<file path="src/rtl/avtx_pkg.sv">
package avtx_pkg;

    typedef enum logic [2:0] {
        ST_IDLE,
        ST_LOAD,
        ST_MARK,
        ST_NULL,
        ST_GAP
    } tx_state_t;

    localparam int WORD_BITS  = 32;
    localparam int GAP_HALVES = 8;          // four bit-times of null
    localparam int FAST_DIV   = 200_000;    // half-cells per second at 100 kbit/s
    localparam int SLOW_DIV   = 25_000;     // half-cells per second at 12.5 kbit/s

    localparam logic [1:0] IDX_WORD = 2'd0;
    localparam logic [1:0] IDX_CTRL = 2'd1;
    localparam logic [1:0] IDX_STAT = 2'd2;

endpackage

</file>
<file path="src/rtl/avtx_fifo.sv">
module avtx_fifo #(
    parameter int WIDTH = 31,
    parameter int DEPTH = 4
) (
    input  logic             clk,
    input  logic             rst_n,
    input  logic             push,
    input  logic             pop,
    input  logic [WIDTH-1:0] din,
    output logic [WIDTH-1:0] dout,
    output logic             empty,
    output logic             full
);
    localparam int AW = (DEPTH > 1) ? $clog2(DEPTH) : 1;
    localparam int LW = $clog2(DEPTH + 1);
    localparam logic [AW-1:0] LAST = AW'(DEPTH - 1);

    logic [WIDTH-1:0] mem [DEPTH];
    logic [AW-1:0]    wp, rp;
    logic [LW-1:0]    level;

    logic do_push, do_pop;
    assign do_push = push && !full;
    assign do_pop  = pop && !empty;

    always_ff @(posedge clk or negedge rst_n) begin
        if (!rst_n) begin
            wp    <= '0;
            rp    <= '0;
            level <= '0;
        end else begin
            if (do_push) wp <= (wp == LAST) ? '0 : wp + 1'b1;
            if (do_pop)  rp <= (rp == LAST) ? '0 : rp + 1'b1;
            unique case ({do_push, do_pop})
                2'b10:   level <= level + 1'b1;
                2'b01:   level <= level - 1'b1;
                default: level <= level;
            endcase
        end
    end

    always_ff @(posedge clk) begin
        if (do_push) mem[wp] <= din;
    end

    assign dout  = mem[rp];
    assign empty = (level == '0);
    assign full  = (level == LW'(DEPTH));

endmodule

</file>
<file path="src/rtl/avtx_halfbit.sv">
module avtx_halfbit
    import avtx_pkg::*;
#(
    parameter int CLK_HZ = 16_000_000
) (
    input  logic clk,
    input  logic rst_n,
    input  logic restart,
    input  logic fast,
    output logic tick
);
    localparam int HALF_FAST = CLK_HZ / FAST_DIV;
    localparam int HALF_SLOW = CLK_HZ / SLOW_DIV;
    localparam int CW        = $clog2(HALF_SLOW + 1);
    localparam logic [CW-1:0] RL_FAST = CW'(HALF_FAST - 1);
    localparam logic [CW-1:0] RL_SLOW = CW'(HALF_SLOW - 1);

    logic [CW-1:0] cnt;
    logic          fast_q;

    assign tick = (cnt == '0);

    always_ff @(posedge clk or negedge rst_n) begin
        if (!rst_n) begin
            cnt    <= '0;
            fast_q <= 1'b0;
        end else if (restart) begin
            fast_q <= fast;
            cnt    <= fast ? RL_FAST : RL_SLOW;
        end else if (tick) begin
            cnt    <= fast_q ? RL_FAST : RL_SLOW;
        end else begin
            cnt    <= cnt - 1'b1;
        end
    end

endmodule

</file>
<file path="src/rtl/avtx_serializer.sv">
module avtx_serializer
    import avtx_pkg::*;
#(
    parameter int CLK_HZ = 16_000_000
) (
    input  logic        clk,
    input  logic        rst_n,
    input  logic        enable,
    input  logic        fast,
    input  logic        fifo_empty,
    input  logic [30:0] fifo_dout,
    output logic        fifo_pop,
    output logic        drv_hi,
    output logic        drv_lo,
    output logic        busy,
    output logic        quiet
);
    localparam int BCW = $clog2(WORD_BITS);
    localparam int GCW = $clog2(GAP_HALVES);

    tx_state_t       state, nxt;
    logic [31:0]     shreg;
    logic [BCW-1:0]  bit_cnt;
    logic [GCW-1:0]  gap_cnt;
    logic            tick;
    logic            restart;

    function automatic logic [31:0] order_bits(input logic [30:0] d);
        logic [31:0] w;
        logic [31:0] o;
        w = {~^d, d};
        for (int i = 0; i < WORD_BITS; i++) begin
            if (i < 8) o[i] = w[7-i];
            else       o[i] = w[i];
        end
        return o;
    endfunction

    avtx_halfbit #(.CLK_HZ(CLK_HZ)) u_half (
        .clk     (clk),
        .rst_n   (rst_n),
        .restart (restart),
        .fast    (fast),
        .tick    (tick)
    );

    // state register
    always_ff @(posedge clk or negedge rst_n) begin
        if (!rst_n) state <= ST_IDLE;
        else        state <= nxt;
    end

    // transitions
    always_comb begin
        nxt = state;
        unique case (state)
            ST_IDLE: if (enable && !fifo_empty) nxt = ST_LOAD;
            ST_LOAD: nxt = ST_MARK;
            ST_MARK: if (tick) nxt = ST_NULL;
            ST_NULL: if (tick) nxt = (bit_cnt == BCW'(WORD_BITS - 1)) ? ST_GAP : ST_MARK;
            ST_GAP:  if (tick && gap_cnt == GCW'(GAP_HALVES - 1)) nxt = ST_IDLE;
            default: nxt = ST_IDLE;
        endcase
    end

    // word datapath
    always_ff @(posedge clk or negedge rst_n) begin
        if (!rst_n) begin
            shreg   <= '0;
            bit_cnt <= '0;
            gap_cnt <= '0;
        end else begin
            unique case (state)
                ST_LOAD: begin
                    shreg   <= order_bits(fifo_dout);
                    bit_cnt <= '0;
                end
                ST_NULL: if (tick) begin
                    shreg   <= shreg >> 1;
                    bit_cnt <= bit_cnt + 1'b1;
                    gap_cnt <= '0;
                end
                ST_GAP: if (tick) gap_cnt <= gap_cnt + 1'b1;
                default: ;
            endcase
        end
    end

    // outputs
    always_comb begin
        fifo_pop = 1'b0;
        restart  = 1'b0;
        drv_hi   = 1'b0;
        drv_lo   = 1'b0;
        quiet    = 1'b0;
        unique case (state)
            ST_IDLE: quiet = 1'b1;
            ST_LOAD: begin
                fifo_pop = 1'b1;
                restart  = 1'b1;
            end
            ST_MARK: begin
                drv_hi = shreg[0];
                drv_lo = !shreg[0];
            end
            ST_NULL: ;
            ST_GAP:  quiet = 1'b1;
            default: ;
        endcase
    end

    assign busy = (state != ST_IDLE);

endmodule

</file>
<file path="src/rtl/avword_tx.sv">
module avword_tx
    import avtx_pkg::*;
#(
    parameter int CLK_HZ     = 16_000_000,
    parameter int FIFO_DEPTH = 4
) (
    input  logic       clk,
    input  logic       rst_n,
    input  logic [1:0] reg_idx,
    input  logic [1:0] byte_idx,
    input  logic       wr_en,
    input  logic [7:0] wr_data,
    output logic [7:0] rd_data,
    output logic       line_hi,
    output logic       line_lo,
    output logic       wrap_hi,
    output logic       wrap_lo
);
    logic [7:0]  stage [3];
    logic [2:0]  ctl;
    logic        ovf_q;
    logic        push_req, fifo_push, ovf_clr;
    logic        fifo_pop, fifo_empty, fifo_full;
    logic [30:0] fifo_dout;
    logic        drv_hi, drv_lo, busy, tx_quiet;
    logic        ctl_fast, ctl_wrap, ctl_en;

    assign ctl_fast = ctl[0];
    assign ctl_wrap = ctl[1];
    assign ctl_en   = ctl[2];

    assign push_req  = wr_en && (reg_idx == IDX_WORD) && (byte_idx == 2'd3);
    assign fifo_push = push_req && !fifo_full;
    assign ovf_clr   = wr_en && (reg_idx == IDX_STAT) && wr_data[2];

    // host register file
    always_ff @(posedge clk or negedge rst_n) begin
        if (!rst_n) begin
            for (int i = 0; i < 3; i++) stage[i] <= '0;
            ctl   <= '0;
            ovf_q <= 1'b0;
        end else begin
            if (wr_en && reg_idx == IDX_WORD && byte_idx != 2'd3)
                stage[byte_idx] <= wr_data;
            if (wr_en && reg_idx == IDX_CTRL)
                ctl <= wr_data[2:0];
            if (push_req && fifo_full) ovf_q <= 1'b1;
            else if (ovf_clr)          ovf_q <= 1'b0;
        end
    end

    always_comb begin
        unique case (reg_idx)
            IDX_WORD: rd_data = (byte_idx == 2'd3) ? 8'h00 : stage[byte_idx];
            IDX_CTRL: rd_data = {5'b0, ctl};
            IDX_STAT: rd_data = {4'b0, busy, ovf_q, fifo_full, fifo_empty};
            default:  rd_data = 8'h00;
        endcase
    end

    avtx_fifo #(.WIDTH(31), .DEPTH(FIFO_DEPTH)) u_fifo (
        .clk   (clk),
        .rst_n (rst_n),
        .push  (fifo_push),
        .pop   (fifo_pop),
        .din   ({wr_data[6:0], stage[2], stage[1], stage[0]}),
        .dout  (fifo_dout),
        .empty (fifo_empty),
        .full  (fifo_full)
    );

    avtx_serializer #(.CLK_HZ(CLK_HZ)) u_ser (
        .clk        (clk),
        .rst_n      (rst_n),
        .enable     (ctl_en),
        .fast       (ctl_fast),
        .fifo_empty (fifo_empty),
        .fifo_dout  (fifo_dout),
        .fifo_pop   (fifo_pop),
        .drv_hi     (drv_hi),
        .drv_lo     (drv_lo),
        .busy       (busy),
        .quiet      (tx_quiet)
    );

    assign line_hi = drv_hi && !ctl_wrap;
    assign line_lo = drv_lo && !ctl_wrap;
    assign wrap_hi = drv_hi && ctl_wrap;
    assign wrap_lo = drv_lo && ctl_wrap;

endmodule

</file>
<file path="config.mk">
export PLATFORM = sky130hd
export DESIGN_NAME = avword_tx
export DESIGN_NICKNAME = d
export VERILOG_FILES = /design/src/rtl/avtx_pkg.sv /design/src/rtl/avtx_fifo.sv /design/src/rtl/avtx_halfbit.sv /design/src/rtl/avtx_serializer.sv /design/src/rtl/avword_tx.sv
export SDC_FILE = /design/constraint.sdc
export NUM_CORES = 1
export LEC_CHECK = 0
export BUFFER_PORTS_ARGS = -buffer_cell sky130_fd_sc_hd__buf_2
export CAP_MARGIN = 20
export CORE_ASPECT_RATIO = 0.8
export CORE_MARGIN = 4
export CORE_UTILIZATION = 40
export DETAILED_ROUTE_END_ITERATION = 7
export PLACE_DENSITY_LB_ADDON = 0.05
export SLEW_MARGIN = 0
export SYNTH_ARGS = -nofsm -noshare
export SYNTH_HDL_FRONTEND = slang
export SYNTH_SLANG_ARGS = --single-unit
</file>
<file path="constraint.sdc">
create_clock -name clk -period 2.4 [get_ports clk]
set_input_delay 0 -clock clk [delete_from_list [all_inputs] [get_ports clk]]
set_output_delay 0 -clock clk [all_outputs]
set_load 0.05 [all_outputs]
</file>
== Word-level counts from Yosys, hierarchy flattened ==
Memory sizes are Yosys's and may differ from the RTL's.
Index checks and enable logic that the tools add are counted.
Cells by class
  reduce and logical (&&, ||, !) cells: 34
  mux-type cells: 35
  $add $sub $neg: 7
  shift operators: 0
  div/mod/pow operators: 0
  multiply operators: 0
  equality and inequality tests: 20
  bitwise operators: 1
  order comparisons: 2
Operators by type and width (number)
  $pmux W32 S2: 1
  $mux W10: 4
  $mux W32: 1
  $mux W8: 4
  $reduce_xnor A31 Y1: 1
  $bwmux W24: 1
  $pmux W8 S3: 1
  $mux W3: 7
  $logic_and A1 B1 Y1: 17
  $bmux W8 S2: 1
  $demux W8 S2: 1
  $pmux W3 S5: 1
  $pmux W3 S2: 2
  $eq A2 B2 Y1 const B: 5
  $logic_not A10 Y1: 1
  $ne A2 B1 Y1 const B: 5
  $pmux W5 S2: 1
  $sub A10 B1 Y10 const B: 1
  $eq A3 B3 Y1 const B: 3
  $reduce_bool A2 Y1: 4
  $mux W1: 7
  $add A3 B1 Y3 const B: 2
  $eq A3 B2 Y1 const B: 2
  $logic_not A3 Y1: 2
  18 further kinds: 24
Storage, ports and cells
  bits of input ports: 15
  bits in writable memories: 124
  memory bits (read-only): 0
  bits in registers: 89
  bits in latches: 0
  memories: 1
  word-level logic and storage cells: 114
  output and inout port bits: 12
Memory list
  u_fifo.mem: words 4, bits a word 31, rd ports 1, clocked after memory_dff 0, wr ports 1, line avtx_fifo.sv:18  | logic [WIDTH-1:0] mem [DEPTH];

== Logic depth before layout (Yosys ltp) ==
Gate-level depths: netlist of the first run.
  word-level depth: 7
  gate-level depth with buffers: 11
  gate-level depth less buffers: 10

== Modules after synthesis ==
Synthesis of the first run repeated with hierarchy kept, for this count alone.
Unflattened totals
  cell total of the unflattened synthesis: 605
  area, all modules: 9291.4 µm²
By module, submodules not included
  avtx_fifo: instances 1, sequential area each 3898.7 µm², area an instance 4966.0 µm², cells each 202
  avtx_serializer: instances 1, sequential area each 1076.0 µm², area an instance 2353.5 µm², cells each 235
  avword_tx: instances 1, sequential area each 700.7 µm², area an instance 1420.1 µm², cells each 113
  avtx_halfbit: instances 1, sequential area each 275.3 µm², area an instance 551.8 µm², cells each 55

== Least setup slack after synthesis of the first run ==
No wires, ideal clock.
  path type: reg-to-reg
  start: register u_fifo.rp[0]
  end: register u_ser.shreg[31]
  slack: -0.071 ns
  path buffers: 3
  arrival: 2.339 ns
  cell stages (with the launch flop): 10
  library setup time: 0.132 ns
  path through: dfrtp_1 -> buf_6 -> buf_12 -> buf_12 -> mux4_2 -> xnor2_1 -> xnor2_1 -> xnor3_1 -> xnor3_1 -> o22ai_2
Between the ends
  cells in the longest elaborated chain, start to end: 3
RTL lines
  start, declared: line avtx_fifo.sv:19  | logic [AW-1:0] wp, rp;
  start signal, assigned: line avtx_fifo.sv:33  | if (do_pop) rp <= (rp == LAST) ? '0 : rp + 1'b1;
  $mem_v2 Z4 W31
  $reduce_xnor A31 Y1: line avtx_serializer.sv:31  | w = {~^d, d};
  $pmux W32 S2: line avtx_serializer.sv:73  | unique case (state)
  end signal, assigned: line avtx_serializer.sv:75  | shreg <= order_bits(fifo_dout);
  end signal, assigned: line avtx_serializer.sv:79  | shreg <= shreg >> 1;
  end, declared: line avtx_serializer.sv:22  | logic [31:0] shreg;
No other way between the ends.
A chain may end at the register's enable or synchronous reset.

== Worst setup path in the final report of the first run ==
Ends and elaborated chain as after synthesis.

==> flow_summary.yaml, run 1 <==
clock_network:
  cts.htree.levels: 1
  cts_buffer_depth: 3
  root_buffer: "clkbuf_16"
  clock-sinks: 213
  cts_tree: "yes"
  cts_buffers: 24
  clk_pin_slew_worst_paths_ns: 0.06
  insertion_delay_ns: 0.51
sta:
  final-max-slew-violation-count: 0
  slew_headroom: 0.617
  fin_hold_ws_ns: 0.00425
  period_minus_slack_ns: 2.54
  fmax_mhz: 393
  fin_tns_setup_ns: -0.142
  period_share: 1.06
  rsz0062_at_grt: "yes"
  worstMarginPinSlew_ns: 0.572
  setup_viol: 1
  clock_skew_ns: 0.0232
  hold_viol: 0
  setup_slack_ns: -0.142
routing:
  firstDrtPassIters: 6
  routed_via_density: 5.18
  antenna_left: 0
  vias: 5370
  post-route-drc-count: 0
  wl_um: 20900
  dr.first_iter.drc_count: 301
  wl_per_cell_um: 20.2
synth:
  netlist_top_cells_count: "124 x edfxtp_1, 89 x dfrtp_1, 67 x nor2_1"
  ys_ff_latch: 213
  yosysTopAreaCell: "edfxtp_1"
  yosysSeqAreaShare: 0.647
  synth_cell_type_count: 41
  synth_cells: 614
  synth.area.top_cells: "edfxtp_1 40%, dfrtp_1 24%, mux4_2 4.4%, mux2i_1 4.4%, mux4_1 3.7%"
  synth_warnings: 0
  synth_edf_count: 124
  syn_area_per_cell_um2: 15.0
  syn-cell-area_um2: 9200
  ys.flop_type: "edfxtp_1"
  ys_async_sr_fraction: 0.418
  post-synth-top-count-cell: "edfxtp_1"
  syn_nets: 641
  netlist.area_leader.share: 0.405
critical_path:
  endpoint_kind: "flip-flop"
  crit_type: "reg -> reg"
  arrival_ns: 2.93
  start_kind: "flip-flop"
  worst-path-max-fanout: 7
  required_ns: 2.78
grt:
  grt_antenna_before_repair: 1
  overflow: 0
  grt_usage: 0.171
  grt_max_degree: 57
  grt_pass1_wl_um: 33000
  grt_pass1_vias: 5442
floorplan:
  die_height_um: 144
  die_area_um2: 25500
  dieWidth_um: 178
  start_util: 0.408
  num_rows: 49
  core-area_um2: 22600
  io_pins: 27
power:
  pwr-share-clk: 0.273
  p_leak_nw: 4.39
  combPwrFrac: 0.316
  powerDensity_nw_per_um2: 1120
  switchingPower_w: 0.00372
  p_seq_frac: 0.411
  power_w: 0.0123
  p_sw_frac: 0.302
  power.internal_w: 0.00861
  irDropWorstVdd_mv: 0.725
final_layout:
  antenna_cells: 0
  drive_gt1_frac: 0.266
  final_area_um2: 11000
  area_delta_synth_final_pct: 19.7
  post-route-util: 0.488
  fin_nets: 739
  fillers: 2002
  multi_input_area_um2: 3080
  seq_area_um2: 5950
place:
  dp_hpwl_um: 14200
  gp_congestion: 0.745
  port-buffer-count: 26
  placed_area_um2: 10100
run:
  drv_cap: 0
outcome:
  status: "complete, but fails checks"
  violations: "negative setup slack"
worst_hold_path:
  hold_class: "in -> async"
==> power by group through the flow <==
stage               Clock (W)  Combinational [W]  Sequential (W)
floorplan                   0            0.00285         0.00491
global placement            0            0.00365         0.00513
detailed placement          0            0.00376         0.00515
CTS                   0.00347            0.00387         0.00507
global route          0.00365            0.00422         0.00515
finish                0.00336            0.00390         0.00507
==> critical path, stage by stage, from the launching register on <==
cell     delay (ns)
dfrtp_2        0.43
buf_6          0.18
buf_4          0.13
mux4_2         0.54
xnor2_2        0.16
xnor2_1        0.19
xnor3_1        0.47
xnor3_1        0.26
o22ai_2        0.07
==> layout make-up <==
class / instances / area share
Clock inverter: 10 / 0.00455
Timing Repair Buffer: 99 / 0.0749
Clock buffer: 34 / 0.0617
Multi-Input combinational cell: 363 / 0.280
Sequential cell: 213 / 0.541
Inverter: 11 / 0.00375
Tap cell: 306 / 0.0348
==> sequential cells by signal, indices dropped and copies added, names as in the netlist, 2 cells and up <==
| register | count |
|---|---|
| u_fifo.wp | 2 |
| u_fifo.rp | 2 |
| u_ser.bit_cnt | 5 |
| u_ser.gap_cnt | 3 |
| stage | 24 |
| ctl | 3 |
| u_ser.u_half.cnt | 10 |
| u_fifo.mem | 124 |
| u_ser.shreg | 32 |
| u_fifo.level | 3 |
| u_ser.state | 3 |
==> routing by layer <==
layer,vias to the layer above,track usage,part of all wire
met4,2,0.0403,0.021
met2,130,0.255,0.44
li1,2470,-,-
met3,37,0.0263,0.037
met1,2731,0.265,0.51
met5,-,0,0.00057
==> cell usage in the layout, fill, tap and decap left out, drive strengths merged, types with 11 or more instances in the layout <==
cell         Yosys  layout
mux2i           40      40
xnor2           25      25
a21oi           55      55
mux4            31      31
nor2            67      67
buf              8      86
edfxtp         124     124
dfrtp           89      89
mux2            29      29
ha              11      11
dlygate4sd3      0      13
clkbuf          19      34
inv             11      11
nand2           31      31
==> cells by family after synthesis <==
logic type               count (synthesis)  share of synthesized area
AO/OA/AOI/OAI                           67                     0.0385
XOR/XNOR                                39                     0.0456
adder cells (fa/ha/maj)                 12                     0.0171
buffers and inverters                   38                     0.0207
flip-flops                             213                      0.647
multiplexers                           100                      0.160
AND/OR/NAND/NOR                        145                     0.0709
==> per-stage QoR <==
stage                     worst slack (ns)  std cells
after floorplan                    -0.0557        614
after global placement              -0.219        974
after detailed placement            -0.299        974
after CTS                           -0.185       1033
after global routing                -0.193       1036
final                               -0.142       1036
==> worst paths after layout <==
check                                           startpoint                         endpoint  slack, ns  depth (start not counted)
setup / recovery                  u_fifo.rp[0]$_DFFE_PN0P_      u_ser.shreg[31]$_DFFE_PN0P_      -0.14                          8
hold / removal                                       rst_n    u_ser.u_half.cnt[9]$_DFF_PN0_      0.004                          2
setup reg to reg                  u_fifo.rp[0]$_DFFE_PN0P_      u_ser.shreg[31]$_DFFE_PN0P_      -0.14                          8
hold reg to reg            u_ser.u_half.fast_q$_DFFE_PN0P_  u_ser.u_half.fast_q$_DFFE_PN0P_       0.50                          2
max in group asynchronous                            rst_n            stage[14]$_DFFE_PN0P_       1.72                          3
min in group clk                                reg_idx[1]               ctl[1]$_DFFE_PN0P_       0.10                          3
==> timing repair <==
action                     CTS  global route
setup endpoints to repair    1             6
hold endpoints to repair   145             0
pin swaps                    3             2
gates resized for setup      6            11
setup buffers                2             3
hold buffers                13             0
(Power assumes the default switching activity.)
==> inputs of run 2 (changes only) <==
ABC_AREA = 1   (was default)
CORE_ASPECT_RATIO = default   (was 0.8)
==> flow_summary.yaml, run 2 <==
routing:
  wl_per_cell_um: 15.6
  wl_um: 24600
  firstDrtPassIters: 5
  antenna_left: 0
  routed_via_density: 4.76
  dr.first_iter.drc_count: 444
  vias: 7491
  post-route-drc-count: 0
synth:
  synth.area.top_cells: "edfxtp_1 37%, nand2_1 23%, dfrtp_1 22%, nand3_1 4.3%, o21ai_0 3.7%"
  ys.flop_type: "edfxtp_1"
  synth_edf_count: 124
  ys_async_sr_fraction: 0.418
  syn_area_per_cell_um2: 8.59
  syn-cell-area_um2: 10100
  synth_cells: 1171
  netlist.area_leader.share: 0.370
  ys_ff_latch: 213
  synth_cell_type_count: 28
  yosysSeqAreaShare: 0.592
  synth_warnings: 0
  yosysTopAreaCell: "edfxtp_1"
  netlist_top_cells_count: "604 x nand2_1, 124 x edfxtp_1, 89 x dfrtp_1"
  post-synth-top-count-cell: "nand2_1"
  syn_nets: 1198
power:
  p_leak_nw: 5.49
  powerDensity_nw_per_um2: 1210
  irDropWorstVdd_mv: 0.522
  power_w: 0.0143
place:
  port-buffer-count: 26
  dp_hpwl_um: 16100
  dpl_worst_slack_ns: 0.245
  gp_congestion: 0.774
sta:
  hold_viol: 0
  clock_skew_ns: 0.00965
  slew_headroom: 0.626
  final-max-slew-violation-count: 0
  setup_viol: 0
  rsz0062_at_grt: "no"
  worstMarginPinSlew_ns: 0.559
  period_share: 0.885
  setup_slack_ns: 0.275
  period_minus_slack_ns: 2.12
  fmax_mhz: 471
floorplan:
  die_height_um: 167
  start_util: 0.410
  dieWidth_um: 167
  core-area_um2: 24500
  die_area_um2: 27700
  io_pins: 27
  num_rows: 57
final_layout:
  seq_area_um2: 5950
  antenna_cells: 0
  largest_reg_flops: 124
  drive_gt1_frac: 0.102
  most-common-layout-cells: "604 x nand2_1, 124 x edfxtp_1, 88 x dfrtp_1"
  top_register: "u_fifo.mem"
  fin_nets: 1258
  area_delta_synth_final_pct: 17.1
  reg_top3: "u_fifo.mem (124), u_ser.shreg (32), stage (24)"
  fillers: 2412
  final_common_cell: "nand2_1"
  multi_input_area_um2: 3630
critical_path:
  worst-path-max-fanout: 24
  required_ns: 2.82
  cp_cell_sequence: "inv_2 > clkbuf_16 > nand2_1 > nand3_1 > nand2_1 > inv_2 > nand2_1 > nand2_1 > nand2_1 > nand2_1 > nand2_1 > nand2_1 > nand2_1 > nand2_1 > nand2_1 > nand3_1 > nand2_1"
  r2r_setup_slack_ns: 0.28
  endpoint_kind: "flip-flop"
  crit_type: "reg -> reg"
  start_kind: "flip-flop"
  slowest_delay_ns: 0.48
  cp_common_cell: "nand2_1"
  arrival_ns: 2.55
  reg2reg_to: "u_ser.shreg[31]$_DFFE_PN0P_"
  crit_start: "u_fifo.rp[0]$_DFFE_PN0P_"
  r2r.worst_path.cells: 17
  r2r_start: "u_fifo.rp[0]$_DFFE_PN0P_"
  critical_path.slowest_cell: "dfrtp_2"
outcome:
  status: "finished, final reports clean"
clock_network:
  cts.htree.levels: 1
  cts_buffer_depth: 3
  root_buffer: "clkbuf_16"
  cts_tree: "yes"
  cts_buffers: 25
  insertion_delay_ns: 0.53
  clk_pin_slew_worst_paths_ns: 0.06
  post_cts.repair.setup_buffers: 0
  clock-sinks: 213
grt:
  grt_pass1_vias: 7224
  grt_max_degree: 62
  grt_pass1_wl_um: 39700
  grt_usage: 0.177
  overflow: 0
  grt_antenna_before_repair: 0
worst_hold_path:
  hold_class: "in -> async"
run:
  drv_cap: 0
-- run 2: worst max path at each step --
stage | to | cells after the start
after global routing | u_ser.shreg[2]$_DFFE_PN0P_ | 14
after detailed placement | u_fifo.level[2]$_DFFE_PN0P_ | 9
after CTS | u_fifo.level[2]$_DFFE_PN0P_ | 9
after floorplan | u_fifo.mem[0][0]$_DFFE_PP_ | 5
after global placement | u_fifo.level[2]$_DFFE_PN0P_ | 9
final | u_ser.shreg[31]$_DFFE_PN0P_ | 17
-- run 2: metrics by stage --
stage | setup TNS (ns) | std cells | hold WS [ns] | instance area [µm²] | utilization
finish | 0 | 1574 | 0.0215 | 11800 | 0.480
global route | 0 | 1574 | 0.0534 | 11800 | 0.480
CTS | 0 | 1573 | 0.0340 | 11700 | 0.478
detailed placement | 0 | 1512 | 0.00225 | 10800 | 0.439
global placement | 0 | 1512 | 0.00885 | 10800 | 0.439
floorplan | -17.46 | 1171 | -0.296 | 10100 | -
-- run 2: worst max-delay path, delay by kind of cell (launching register included) --
family	cells	cell delay, ns
simple gates	14	1.03
buf+inv	3	0.49
flops	1	0.48
-- run 2: logic make-up (layout without fill, tap and decap cells) --
kind of cell	count (synthesis)	count (layout)	share of synthesized area
AOI/OAI and AO/OA	88	88	0.0462
xor gates and xnor gates	6	6	0.00522
adders and majority gates	12	12	0.0157
buffers and inverters	115	194	0.0520
DFF	213	213	0.592
and+or+nand+nor	737	737	0.289
-- run 2: layout make-up --
class,count,share of cell area
inverters,78,0.0251
clock buffers,32,0.0562
clock inverters,14,0.0117
repair buffers,70,0.0587
multi-input cells,843,0.308
flip-flops and latches,213,0.505
well taps,324,0.0344
-- run 2: what timing repair did --
action	in CTS	in global routing
hold endpoints to repair	145	0
resized for setup	0	2
hold buffers	15	0
endpoints found under the setup margin	0	3
-- run 2: where the power goes --
| group | internal [W] | switching, W | total (W) |
|---|---|---|---|
| Sequential | 0.00453 | 0.000467 | 0.00499 |
| Clock | 0.00218 | 0.00152 | 0.00370 |
| Combinational | 0.00184 | 0.00374 | 0.00558 |
-- run 2: per-layer routing --
layer  up-vias  global-route usage  share of wire
met1      3461               0.262           0.50
met2       104               0.282           0.45
met3        25              0.0273          0.037
li1       3901                   -              -
met4         0              0.0317          0.015
met5         -                   0              0
